**config.mk**
```make
export PLATFORM = sky130hd
export DESIGN_NAME = scdac_seq
export DESIGN_NICKNAME = d
export VERILOG_FILES = /design/src/rtl/scdac_pkg.sv /design/src/rtl/scdac_phase_fsm.sv /design/src/rtl/scdac_shifter.sv /design/src/rtl/scdac_charge_model.sv /design/src/rtl/scdac_seq.sv
export SDC_FILE = /design/constraint.sdc
export NUM_CORES = 1
export LEC_CHECK = 0
export ABC_CLOCK_PERIOD_IN_PS = 2880
export CORE_ASPECT_RATIO = 0.9
export CORE_MARGIN = 2
export CORE_UTILIZATION = 25
export CTS_BUF_LIST = sky130_fd_sc_hd__clkbuf_4
export DETAILED_ROUTE_END_ITERATION = 16
export DONT_BUFFER_PORTS = 1
export PLACE_DENSITY_LB_ADDON = 0.05
export SETUP_SLACK_MARGIN = 0.2
export SLEW_MARGIN = 20
export SYNTH_ARGS = -nofsm -noshare
export SYNTH_HDL_FRONTEND = slang
export SYNTH_SLANG_ARGS = --single-unit
export TNS_END_PERCENT = 50
```
**constraint.sdc**
```tcl
create_clock -name clk -period 2.88 [get_ports clk]
set_input_delay 0.432 -clock clk [delete_from_list [all_inputs] [get_ports clk]]
set_output_delay 0.432 -clock clk [all_outputs]
set_load 0.01 [all_outputs]
```
**src/rtl/scdac_pkg.sv**
```systemverilog
package scdac_pkg;

  // Phase of the sequencer; every active phase is followed by a gap phase.
  typedef enum logic [2:0] {
    PH_IDLE      = 3'd0,
    PH_CLEAR     = 3'd1,
    PH_GAP_CLR   = 3'd2,
    PH_LOAD      = 3'd3,
    PH_GAP_LOAD  = 3'd4,
    PH_SHARE     = 3'd5,
    PH_GAP_SHARE = 3'd6,
    PH_SAMPLE    = 3'd7
  } phase_t;

endpackage

```
**src/rtl/scdac_phase_fsm.sv**
```systemverilog
module scdac_phase_fsm
  import scdac_pkg::*;
#(
  parameter int WIDTH = 8
) (
  input  logic   clk,
  input  logic   rst_n,
  input  logic   start,
  output phase_t phase,
  output logic   accept,
  output logic   bit_step,
  output logic   busy,
  output logic   done
);

  localparam int CW = $clog2(WIDTH + 1);
  localparam logic [CW-1:0] LAST = CW'(WIDTH);

  logic [CW-1:0] bits_done;

  assign busy     = (phase != PH_IDLE);
  assign accept   = (phase == PH_IDLE) && start;
  assign bit_step = (phase == PH_SHARE);

  always_ff @(posedge clk or negedge rst_n) begin
    if (!rst_n) begin
      phase     <= PH_IDLE;
      bits_done <= '0;
      done      <= 1'b0;
    end else begin
      done <= 1'b0;
      case (phase)
        PH_IDLE: begin
          if (start) begin
            phase     <= PH_CLEAR;
            bits_done <= '0;
          end
        end
        PH_CLEAR:    phase <= PH_GAP_CLR;
        PH_GAP_CLR:  phase <= PH_LOAD;
        PH_LOAD:     phase <= PH_GAP_LOAD;
        PH_GAP_LOAD: phase <= PH_SHARE;
        PH_SHARE: begin
          phase     <= PH_GAP_SHARE;
          bits_done <= bits_done + 1'b1;
        end
        PH_GAP_SHARE: begin
          if (bits_done == LAST) phase <= PH_SAMPLE;
          else                   phase <= PH_LOAD;
        end
        PH_SAMPLE: begin
          phase <= PH_IDLE;
          done  <= 1'b1;
        end
        default: phase <= PH_IDLE;
      endcase
    end
  end

endmodule

```
**src/rtl/scdac_shifter.sv**
```systemverilog
module scdac_shifter #(
  parameter int WIDTH = 8
) (
  input  logic             clk,
  input  logic             rst_n,
  input  logic             load,
  input  logic             shift,
  input  logic [WIDTH-1:0] code,
  output logic             lsb
);

  logic [WIDTH-1:0] sr;

  always_ff @(posedge clk or negedge rst_n) begin
    if (!rst_n)     sr <= '0;
    else if (load)  sr <= code;
    else if (shift) sr <= sr >> 1;
  end

  assign lsb = sr[0];

endmodule

```
**src/rtl/scdac_charge_model.sv**
```systemverilog
module scdac_charge_model #(
  parameter int WIDTH = 8
) (
  input  logic              clk,
  input  logic              rst_n,
  input  logic              clear,
  input  logic              step,
  input  logic              bit_in,
  output logic [WIDTH+1:0]  value
);

  localparam int FW = WIDTH + 2;

  // Charge sharing between equal capacitors: average of the held value
  // and the working capacitor (full scale or zero).
  function automatic logic [FW-1:0] share_step(input logic [FW-1:0] v,
                                                input logic d);
    logic [FW:0] sum;
    sum = {1'b0, v} + {d, {FW{1'b0}}};
    return sum[FW:1];
  endfunction

  always_ff @(posedge clk or negedge rst_n) begin
    if (!rst_n)     value <= '0;
    else if (clear) value <= '0;
    else if (step)  value <= share_step(value, bit_in);
  end

endmodule

```
**src/rtl/scdac_seq.sv**
```systemverilog
module scdac_seq
  import scdac_pkg::*;
#(
  parameter int WIDTH = 8
) (
  input  logic             clk,
  input  logic             rst_n,
  input  logic             start,
  input  logic [WIDTH-1:0] code_in,
  output logic             ready,
  output logic             busy,
  output logic             done,
  output logic             sw_clear,
  output logic             sw_charge,
  output logic             sw_drain,
  output logic             sw_share,
  output logic             sh_track,
  output logic [WIDTH+1:0] model_frac
);

  phase_t phase;
  logic   accept;
  logic   bit_step;
  logic   cur_bit;

  scdac_phase_fsm #(.WIDTH(WIDTH)) u_fsm (
    .clk      (clk),
    .rst_n    (rst_n),
    .start    (start),
    .phase    (phase),
    .accept   (accept),
    .bit_step (bit_step),
    .busy     (busy),
    .done     (done)
  );

  scdac_shifter #(.WIDTH(WIDTH)) u_sr (
    .clk   (clk),
    .rst_n (rst_n),
    .load  (accept),
    .shift (bit_step),
    .code  (code_in),
    .lsb   (cur_bit)
  );

  scdac_charge_model #(.WIDTH(WIDTH)) u_model (
    .clk    (clk),
    .rst_n  (rst_n),
    .clear  (sw_clear),
    .step   (bit_step),
    .bit_in (cur_bit),
    .value  (model_frac)
  );

  assign ready     = !busy;
  assign sw_clear  = (phase == PH_CLEAR);
  assign sw_charge = (phase == PH_LOAD) &&  cur_bit;
  assign sw_drain  = (phase == PH_LOAD) && !cur_bit;
  assign sw_share  = (phase == PH_SHARE);
  assign sh_track  = (phase == PH_SAMPLE);

endmodule

```
# Yosys cells after proc, flatten, opt, wreduce, memory -nomap -nowiden
# Index checks and enable logic that the tools add are counted.
dict set report word_totals {
  out_inout_bits 18
  inputBits 11
  wordCells 37
  ff_bits 26
}
dict set report op_classes {
  eq_ne 9
  mux 10
  addsub 2
  reduce_logical 11
}
# cell count
set ops {}
lappend ops {{$pmux 3 s8} 1}
lappend ops {{$mux 10} 2}
lappend ops {{$mux 8} 2}
lappend ops {{$eq 3x3->1 const B} 4}
lappend ops {{$add 10x11->11} 1}
lappend ops {{$pmux 4 s2} 1}
lappend ops {{$eq 3x2->1 const B} 2}
lappend ops {{$mux 3} 2}
lappend ops {{$reduce_bool 2->1} 3}
lappend ops {{$add 4x1->4 const B} 1}
lappend ops {{$eq 4x4->1 const B} 1}
lappend ops {{$mux 4} 1}
lappend ops {{$eq 3x1->1 const B} 1}
lappend ops {{$logic_and 1x1->1} 3}
lappend ops {{$logic_not 3->1} 1}
lappend ops {{$reduce_bool 3->1} 1}
lappend ops {{$logic_not 1->1} 2}
lappend ops {{$ne 2x2->1 const B} 1}
lappend ops {{$reduce_and 2->1} 1}
lappend ops {{$mux 1} 1}

# Longest topological paths before layout
# Gate-level depths: netlist of the first run.
dict set report depth {
  word_depth 3
  mapped_depth 6
  mapped_depth_nobuf 5
}

# Hierarchy
# A second synthesis of the first run with hierarchy kept.
dict set report unflattened {
  hier_cells 118
  area_unflattened_um2 1283.7
}
# mod instances seq_area_each_um2 area_each_um2 cells_each
set modules_own_cells {}
lappend modules_own_cells {scdac_phase_fsm 1 200.2 460.4 46}
lappend modules_own_cells {scdac_charge_model 1 250.2 402.9 32}
lappend modules_own_cells {scdac_shifter 1 200.2 369.1 34}
lappend modules_own_cells {scdac_seq 1 0.0 51.3 6}

# Worst setup path before layout of the first run
# OpenSTA, ideal clock, no wires.
dict set report synth_timing {
  path_kind {register to output}
  start {register u_fsm.phase[1]}
  end {output port sw_share}
  required_ns 2.448
  slack_ns 1.338
  path_stages_with_launch 5
  t_arrival_ns 1.110
  cell_sequence {dfrtp_1 nand3b_1 inv_1 buf_2 buf_2}
}
dict set report synth_via {
  elab_chain_len 1
}
# item line
set synth_lines {}
lappend synth_lines {{start, declared} scdac_phase_fsm.sv:9} ;# output phase_t phase,
lappend synth_lines {{start signal, assigned} scdac_phase_fsm.sv:27} ;# phase <= PH_IDLE;
lappend synth_lines {{start signal, assigned} scdac_phase_fsm.sv:35} ;# phase <= PH_CLEAR;
lappend synth_lines {{start signal, assigned} scdac_phase_fsm.sv:39} ;# PH_CLEAR: phase <= PH_GAP_CLR;
lappend synth_lines {{$eq 3x3->1} scdac_seq.sv:59} ;# assign sw_share = (phase == PH_SHARE);
lappend synth_lines {{end, declared} scdac_seq.sv:16} ;# output logic sw_share,
# No other way between the ends.

# Final worst setup path of the first run
# Same ends and word-level chain as after synthesis.

==> impl_metrics.csv, run 1 <==
group,metric,value,unit
cells_and_area,layout_commonest_cell,"dfrtp_1",
clock_network,worstSkewPairLatency,0.32,ns
cells_and_area,area_delta_synth_final,10.5,%
yosys,yosysUniqueCellTypes,27,
critical_path,crit_end,"sw_share",
clock_network,clk_path_buf_depth,2,
min_path,hold_path.class,"primary input to flip-flop",
sta,max_slew_margin,67.7,%
sta,final_max_slew_viol_count,0,
power_and_ir_drop,intPower,0.516,mW
yosys,yosys_warnings,0,
job,maxCapViolCount,0,
global_route,grt_pass1_wl,3910,um
critical_path,r2r-start,"u_fsm.phase[1]",
global_route,grt_pass1_vias,752,
global_route,antenna_found_initial,0,
floorplan,die_x,75.5,um
critical_path,worst-endpoint-required,2.45,ns
sta,skew,0.00989,ns
cells_and_area,nFillCells,492,
critical_path,critPathKind,"flip-flop to output port",
cells_and_area,final_cell_mix,"dfrtp_1 (26), nand2_1 (16), a22o_1 (11)",
power_and_ir_drop,power_leakage,0.561,nW
detailed_routing,wirelength,2370,um
clock_network,cts.sinks,26,
sta,fin_setup_tns,0,ns
critical_path,reg2reg_depth,5,
power_and_ir_drop,switching_share,19.8,%
critical_path,worstSetupStartpoint,"u_fsm.phase[1]",
placement,placed_area,1190,sq um
yosys,syn_avg_cell_area,10.8,sq um
critical_path,worstPathArrival,1.55,ns
clock_network,cts_setup_buffers,0,
yosys,ys_ff_latch,26,
clock_network,clk_pin_slew,0.14,ns
detailed_routing,vias,751,
yosys,synth_top_area_share,56.6,%
floorplan,num_rows,23,
clock_network,cts_buffers,3,
cells_and_area,final_cell_count_no_fill,169,
global_route,grt-ovfl-total,0,
detailed_routing,drt_first_iter_violations,24,
power_and_ir_drop,clkPwrFrac,39.5,%
critical_path,rrSetupSlack,1.08,ns
sta,hold_ws,0.217,ns
floorplan,core-area,4430,sq um
placement,globalplace.congestion,0.659,
cells_and_area,diodes,0,
sta,post-route-period-util,68.7,%
yosys,netlist_area,1150,sq um
power_and_ir_drop,seq_power_share,58.1,%
sta,period_minus_slack,1.98,ns
floorplan,io_pins,29,
cells_and_area,final_area,1270,sq um
yosys,ys_seq_area_share,56.6,%
critical_path,slowest_delay,0.47,ns
min_path,whs_path_depth,2,
yosys,synth.area.top_cells,"dfrtp_1 (57%), a22o_1 (8.4%), nand2_1 (5.2%)",
detailed_routing,post_drt_wl_per_cell,14.0,um
sta,worst_slew_pin_slew,0.485,ns
cells_and_area,final_nets,121,
power_and_ir_drop,power_switching,0.127,mW
sta,rsz0062_at_grt,"no",
clock_network,cts_tree,"yes",
placement,placed_cells,163,
global_route,track_usage,10.5,%
sta,hold_violations,0,
critical_path,r2r_end,"u_fsm.bits_done[2]",
power_and_ir_drop,pwr-share-comb,2.4,%
floorplan,dieHeight,68.3,um
floorplan,initial_core_util,25.9,%
yosys,syn_nets,119,
global_route,grt_max_degree,27,
cells_and_area,regArea,651,sq um
placement,dp_hpwl,1640,um
detailed_routing,via_per_inst,4.44,
power_and_ir_drop,finalPower,0.643,mW
power_and_ir_drop,p_per_area,507,nW/um^2
power_and_ir_drop,vdd_drop_max,0.164,mV
critical_path,crit_path_top_delay_cell,"dfrtp_1",
clock_network,cts_max_level,1,
critical_path,crit_fanout,14,
sta,finalSetupViolations,0,
detailed_routing,drt.antenna.violating_nets,0,
outcome,status,"complete, no violations",
floorplan,dieArea,5150,sq um
yosys,yosysTopAreaCell,"dfrtp_1",
yosys,syn_inst,106,
clock_network,clockRootBuffer,"clkbuf_4",
sta,fmax,505,MHz
detailed_routing,drc_errors,0,
critical_path,cp-end-kind,"output port",
cells_and_area,drive_gt1_share,11.2,%
critical_path,path_cells,"nand3b_1 > buf_4 > inv_1",
detailed_routing,first_pass_iters,6,
cells_and_area,multiInputGateArea,417,sq um
placement,portBuffers,0,
critical_path,start_kind,"flip-flop",
-- power by group through the flow --
| stage | logic, mW | registers, mW | clock network [mW] |
|---|---|---|---|
| 6_report | 0.0154 | 0.374 | 0.254 |
| 5_1_grt | 0.0177 | 0.375 | 0.285 |
| 4_1_cts | 0.0163 | 0.374 | 0.267 |
| 3_5_place_dp | 0.00393 | 0.381 | 0 |
| 3_3_place_gp | 0.00397 | 0.381 | 0 |
| 2_1_floorplan | 0.00372 | 0.380 | 0 |
-- area by class of cell --
| cell class | count | share of cell area (%) |
|---|---|---|
| inverters | 7 | 2.07 |
| repair buffers | 4 | 3.55 |
| multi-input cells | 66 | 32.8 |
| flip-flops and latches | 26 | 51.3 |
| clock inverters | 1 | 2.37 |
| clock buffers | 3 | 1.78 |
| well taps | 62 | 6.11 |
-- registers in the layout, summed over array words and instances (netlist names) --
signal,flops
u_model.value,10
u_sr.sr,8
u_fsm.bits_done,4
u_fsm.phase,3
u_fsm.done,1
-- per-layer routing --
layer | part of all wire (%) | routed length [um] | global-route usage, % | vias to the layer above
li1 | - | - | - | 372
met1 | 48 | 1140 | 12.1 | 363
met2 | 48 | 1140 | 17.9 | 14
met3 | 3.4 | 80 | 4.42 | 2
met4 | 0.93 | 22 | 2.63 | 0
met5 | 0 | 0 | 0 | -
-- synthesized netlist by cell type, drive strengths merged --
library cell / number
and3: 1
ha: 2
buf: 5
nand3b: 2
or3: 1
or4b: 1
a211o: 1
nor3b: 2
a21oi: 2
nand3: 3
clkbuf: 2
inv: 7
nor2: 10
xor2: 2
dfrtp: 26
and4bb: 1
a22o: 11
nand2: 16
a32o: 1
o21ai: 3
a31oi: 7
-- worst min-delay path by stage --
stage,startpoint,to
6_report,start,u_fsm.phase[0]
5_1_grt,start,u_fsm.phase[0]
4_1_cts,start,u_fsm.phase[0]
3_5_place_dp,rst_n,u_sr.sr[7]
3_3_place_gp,rst_n,u_sr.sr[7]
2_1_floorplan,rst_n,u_fsm.bits_done[0]
-- cells by family (layout without fill, tap and decap cells) --
group / Yosys count / after routing / share of synthesized area, %
simple gates: 37 / 37 / 16.0
flops: 26 / 26 / 56.6
compound gates: 25 / 25 / 16.6
buf+inv: 14 / 15 / 7.08
fa+ha+maj: 2 / 2 / 2.18
xor+xnor: 2 / 2 / 1.53
-- stage by stage --
step	util (%)	setup slack, ns
after floorplan	-	1.34
after global placement	26.8	1.17
after detailed placement	26.8	1.07
after CTS	28.6	0.849
after global routing	28.6	0.752
final	28.6	0.900
-- critical path: cells and delay by family, from the launching register on --
| family | cells | cell delay, ns |
|---|---|---|
| buf+inv | 2 | 0.57 |
| flops | 1 | 0.47 |
| simple gates | 1 | 0.19 |
-- timing repair --
action,4_1_cts,5_1_grt
gates resized for setup,0,0
hold endpoints to repair,26,0
hold buffers,2,0
(Power assumes the default switching activity.)
==> inputs of run 2 (changes only) <==
ABC_AREA = 1   (was default)
ABC_CLOCK_PERIOD_IN_PS = 1790   (was 2880)
clock period = 1.79 ns   (was 2.88 ns; I/O delays follow)
==> impl_metrics.csv, run 2 <==
group,metric,value,unit
yosys,synth.cells.most_frequent,"nand2_1 (35), dfrtp_1 (26), inv_1 (23), nand3_1 (15), nand4_1 (15)",
floorplan,die_x,80.0,um
clock_network,cts_buffers,3,
global_route,track_usage,11.3,%
cells_and_area,regMostFlops,"u_model.value",
clock_network,cts_tree,"yes",
power_and_ir_drop,switching_share,45.4,%
yosys,ys_seq_area_share,50.1,%
global_route,gr-usage-met1,15.1,%
min_path,worstHoldEndpoint,"u_sr.sr[7]",
detailed_routing,drt_first_iter_violations,32,
floorplan,dieHeight,72.4,um
power_and_ir_drop,power_switching,1.02,mW
critical_path,start_kind,"flip-flop",
sta,skew,0.00588,ns
critical_path,reg2reg_depth,5,
sta,final_max_slew_viol_count,0,
global_route,grt-ovfl-total,0,
cells_and_area,layout_commonest_cell,"nand2_1",
sta,hold_ws,0.0785,ns
placement,globalplace.congestion,0.742,
floorplan,num_rows,24,
clock_network,cts.sinks,26,
clock_network,cts_max_level,1,
sta,rsz0062_at_grt,"yes",
global_route,antenna_found_initial,0,
global_route,top_usage_layer,"met2",
job,maxCapViolCount,0,
critical_path,worstPathArrival,1.27,ns
floorplan,initial_core_util,26.4,%
global_route,use_met2,18.1,%
sta,max_slew_margin,69.6,%
critical_path,rrSetupSlack,0.39,ns
cells_and_area,final_cell_mix,"nand2_1 (34), dfrtp_1 (24), inv_1 (22)",
global_route,grt_pass1_wl,5050,um
floorplan,dieArea,5790,sq um
detailed_routing,drt.antenna.violating_nets,0,
sta,worst_slew_pin_slew,0.454,ns
sta,period_minus_slack,1.54,ns
min_path,whs_path_depth,2,
detailed_routing,post_drt_wl_per_cell,13.4,um
power_and_ir_drop,intPower,1.22,mW
min_path,hold_path.class,"primary input to flip-flop",
detailed_routing,via_per_inst,4.57,
power_and_ir_drop,seq_power_share,44.7,%
critical_path,worst-endpoint-required,1.52,ns
power_and_ir_drop,power_leakage,0.715,nW
cells_and_area,final_nets,171,
placement,dp_hpwl,2040,um
sta,fmax,650,MHz
yosys,syn_inst,153,
placement,portBuffers,0,
critical_path,crit_fanout,11,
cells_and_area,diodes,0,
floorplan,core-area,4920,sq um
clock_network,worstSkewPairLatency,0.32,ns
sta,post-route-period-util,86.0,%
floorplan,io_pins,29,
sta,finalSetupViolations,0,
yosys,ys_dominant_reg_cell,"dfrtp_1",
yosys,async_flop_share,100,%
global_route,grt.met3_usage,3.73,%
cells_and_area,reg_top3,"u_model.value x10, u_sr.sr x8, u_fsm.bits_done x4",
critical_path,critPathKind,"flip-flop to output port",
critical_path,r2r_end,"u_sr.sr[6]",
min_path,hold_path.startpoint,"code_in[7]",
yosys,synth.most_common_cell,"nand2_1",
detailed_routing,vias,1011,
power_and_ir_drop,clkPwrFrac,11.3,%
cells_and_area,drive_gt1_share,16.0,%
outcome,status,"complete, no violations",
clock_network,clk_path_buf_depth,2,
yosys,synth_edf_count,0,
global_route,grt_pass1_vias,1021,
yosys,yosys_warnings,0,
clock_network,clockRootBuffer,"clkbuf_4",
yosys,yosysTopAreaCell,"dfrtp_1",
clock_network,clk_pin_slew,0.13,ns
yosys,syn_nets,166,
yosys,netlist_area,1300,sq um
power_and_ir_drop,vdd_drop_max,0.646,mV
yosys,yosysUniqueCellTypes,22,
critical_path,r2r-start,"u_fsm.phase[1]",
sta,hold_violations,0,
cells_and_area,largest_reg_flops,10,
critical_path,cp-end-kind,"output port",
cells_and_area,area_delta_synth_final,11.5,%
sta,fin_setup_tns,0,ns
power_and_ir_drop,pwr-share-comb,44.1,%
power_and_ir_drop,p_per_area,1550,nW/um^2
detailed_routing,wirelength,2970,um
detailed_routing,first_pass_iters,4,
yosys,synth_top_area_share,50.1,%
detailed_routing,drc_errors,0,
yosys,syn_avg_cell_area,8.49,sq um
yosys,synth.area.top_cells,"dfrtp_1 (50%), nand2_1 (10%), nand4_1 (7.2%)",
yosys,ys_ff_latch,26,
power_and_ir_drop,finalPower,2.24,mW
global_route,grt_max_degree,27,
==> run 2: cell types whose count changed in the layout (fill, tap and decap cells not counted), sizes merged, moves of 2 or more <==
cell | before | now
nand4 | 0 | 15
inv | 7 | 23
nand2 | 16 | 36
nand3b | 2 | 0
a22o | 11 | 0
buf | 3 | 7
a31oi | 7 | 0
o22ai | 0 | 9
nand3 | 3 | 17
nor3b | 2 | 0
==> run 2: how the worst max path moves through the flow <==
stage | startpoint | to | slack (ns)
finish | u_fsm.phase[0] | ready | 0.25
global route | u_fsm.phase[0] | ready | 0.17
CTS | u_fsm.phase[1] | sw_clear | 0.12
detailed placement | u_fsm.phase[0] | ready | 0.30
global placement | u_fsm.phase[0] | ready | 0.30
floorplan | u_fsm.phase[2] | sw_charge | 0.58
==> run 2: through the flow <==
stage | setup WS (ns) | utilization, % | instances | cell area (sq um)
final | 0.251 | 29.4 | 221 | 1450
after global routing | 0.173 | 29.4 | 221 | 1450
after CTS | 0.117 | 28.8 | 219 | 1420
after detailed placement | 0.299 | 27.2 | 212 | 1340
after global placement | 0.296 | 27.2 | 212 | 1340
after floorplan | 0.582 | - | 153 | 1300
==> run 2: what timing repair did <==
item	4_1_cts	5_1_grt
endpoints found under the setup margin	7	6
gates resized for setup	3	6
setup buffers	2	2
hold buffers	2	0
pin swaps	1	1
hold endpoints to repair	26	0
==> run 2: final cells by class <==
type | instances | area (sq um)
Sequential cell | 26 | 653
Multi-Input combinational cell | 94 | 513
Inverter | 25 | 103
Tap cell | 65 | 81.3
Fill cell | 552 | 3480
Timing Repair Buffer | 8 | 75.1
Clock buffer | 3 | 22.5
==> run 2: per-layer routing <==
layer,routed length [um],vias to the layer above,part of all wire (%)
met5,0,-,0
met4,26,0,0.87
met3,144,2,4.8
met2,1320,20,44
met1,1480,473,50
li1,-,516,-
==> run 2: power groups by stage <==
stage / Clock [mW] / Sequential [mW] / Combinational (mW)
floorplan: 0 / 0.936 / 0.762
global route: 0.301 / 1.03 / 1.12
CTS: 0.272 / 0.998 / 0.944
finish: 0.253 / 1.00 / 0.989
global placement: 0 / 1.00 / 0.856
detailed placement: 0 / 1.00 / 0.866
==> run 2: critical path, stage by stage, from the launching register on <==
cell     delay [ns]
dfrtp_2        0.53
nor2_4         0.13
nand2_1        0.14
inv_1          0.15
==> run 2: cell families after synthesis <==
family	after synthesis	synth area share [%]
buf+inv	33	11.4
fa+ha+maj	2	1.93
simple gates	78	29.8
compound gates	12	5.49
xor+xnor	2	1.35
flops	26	50.1
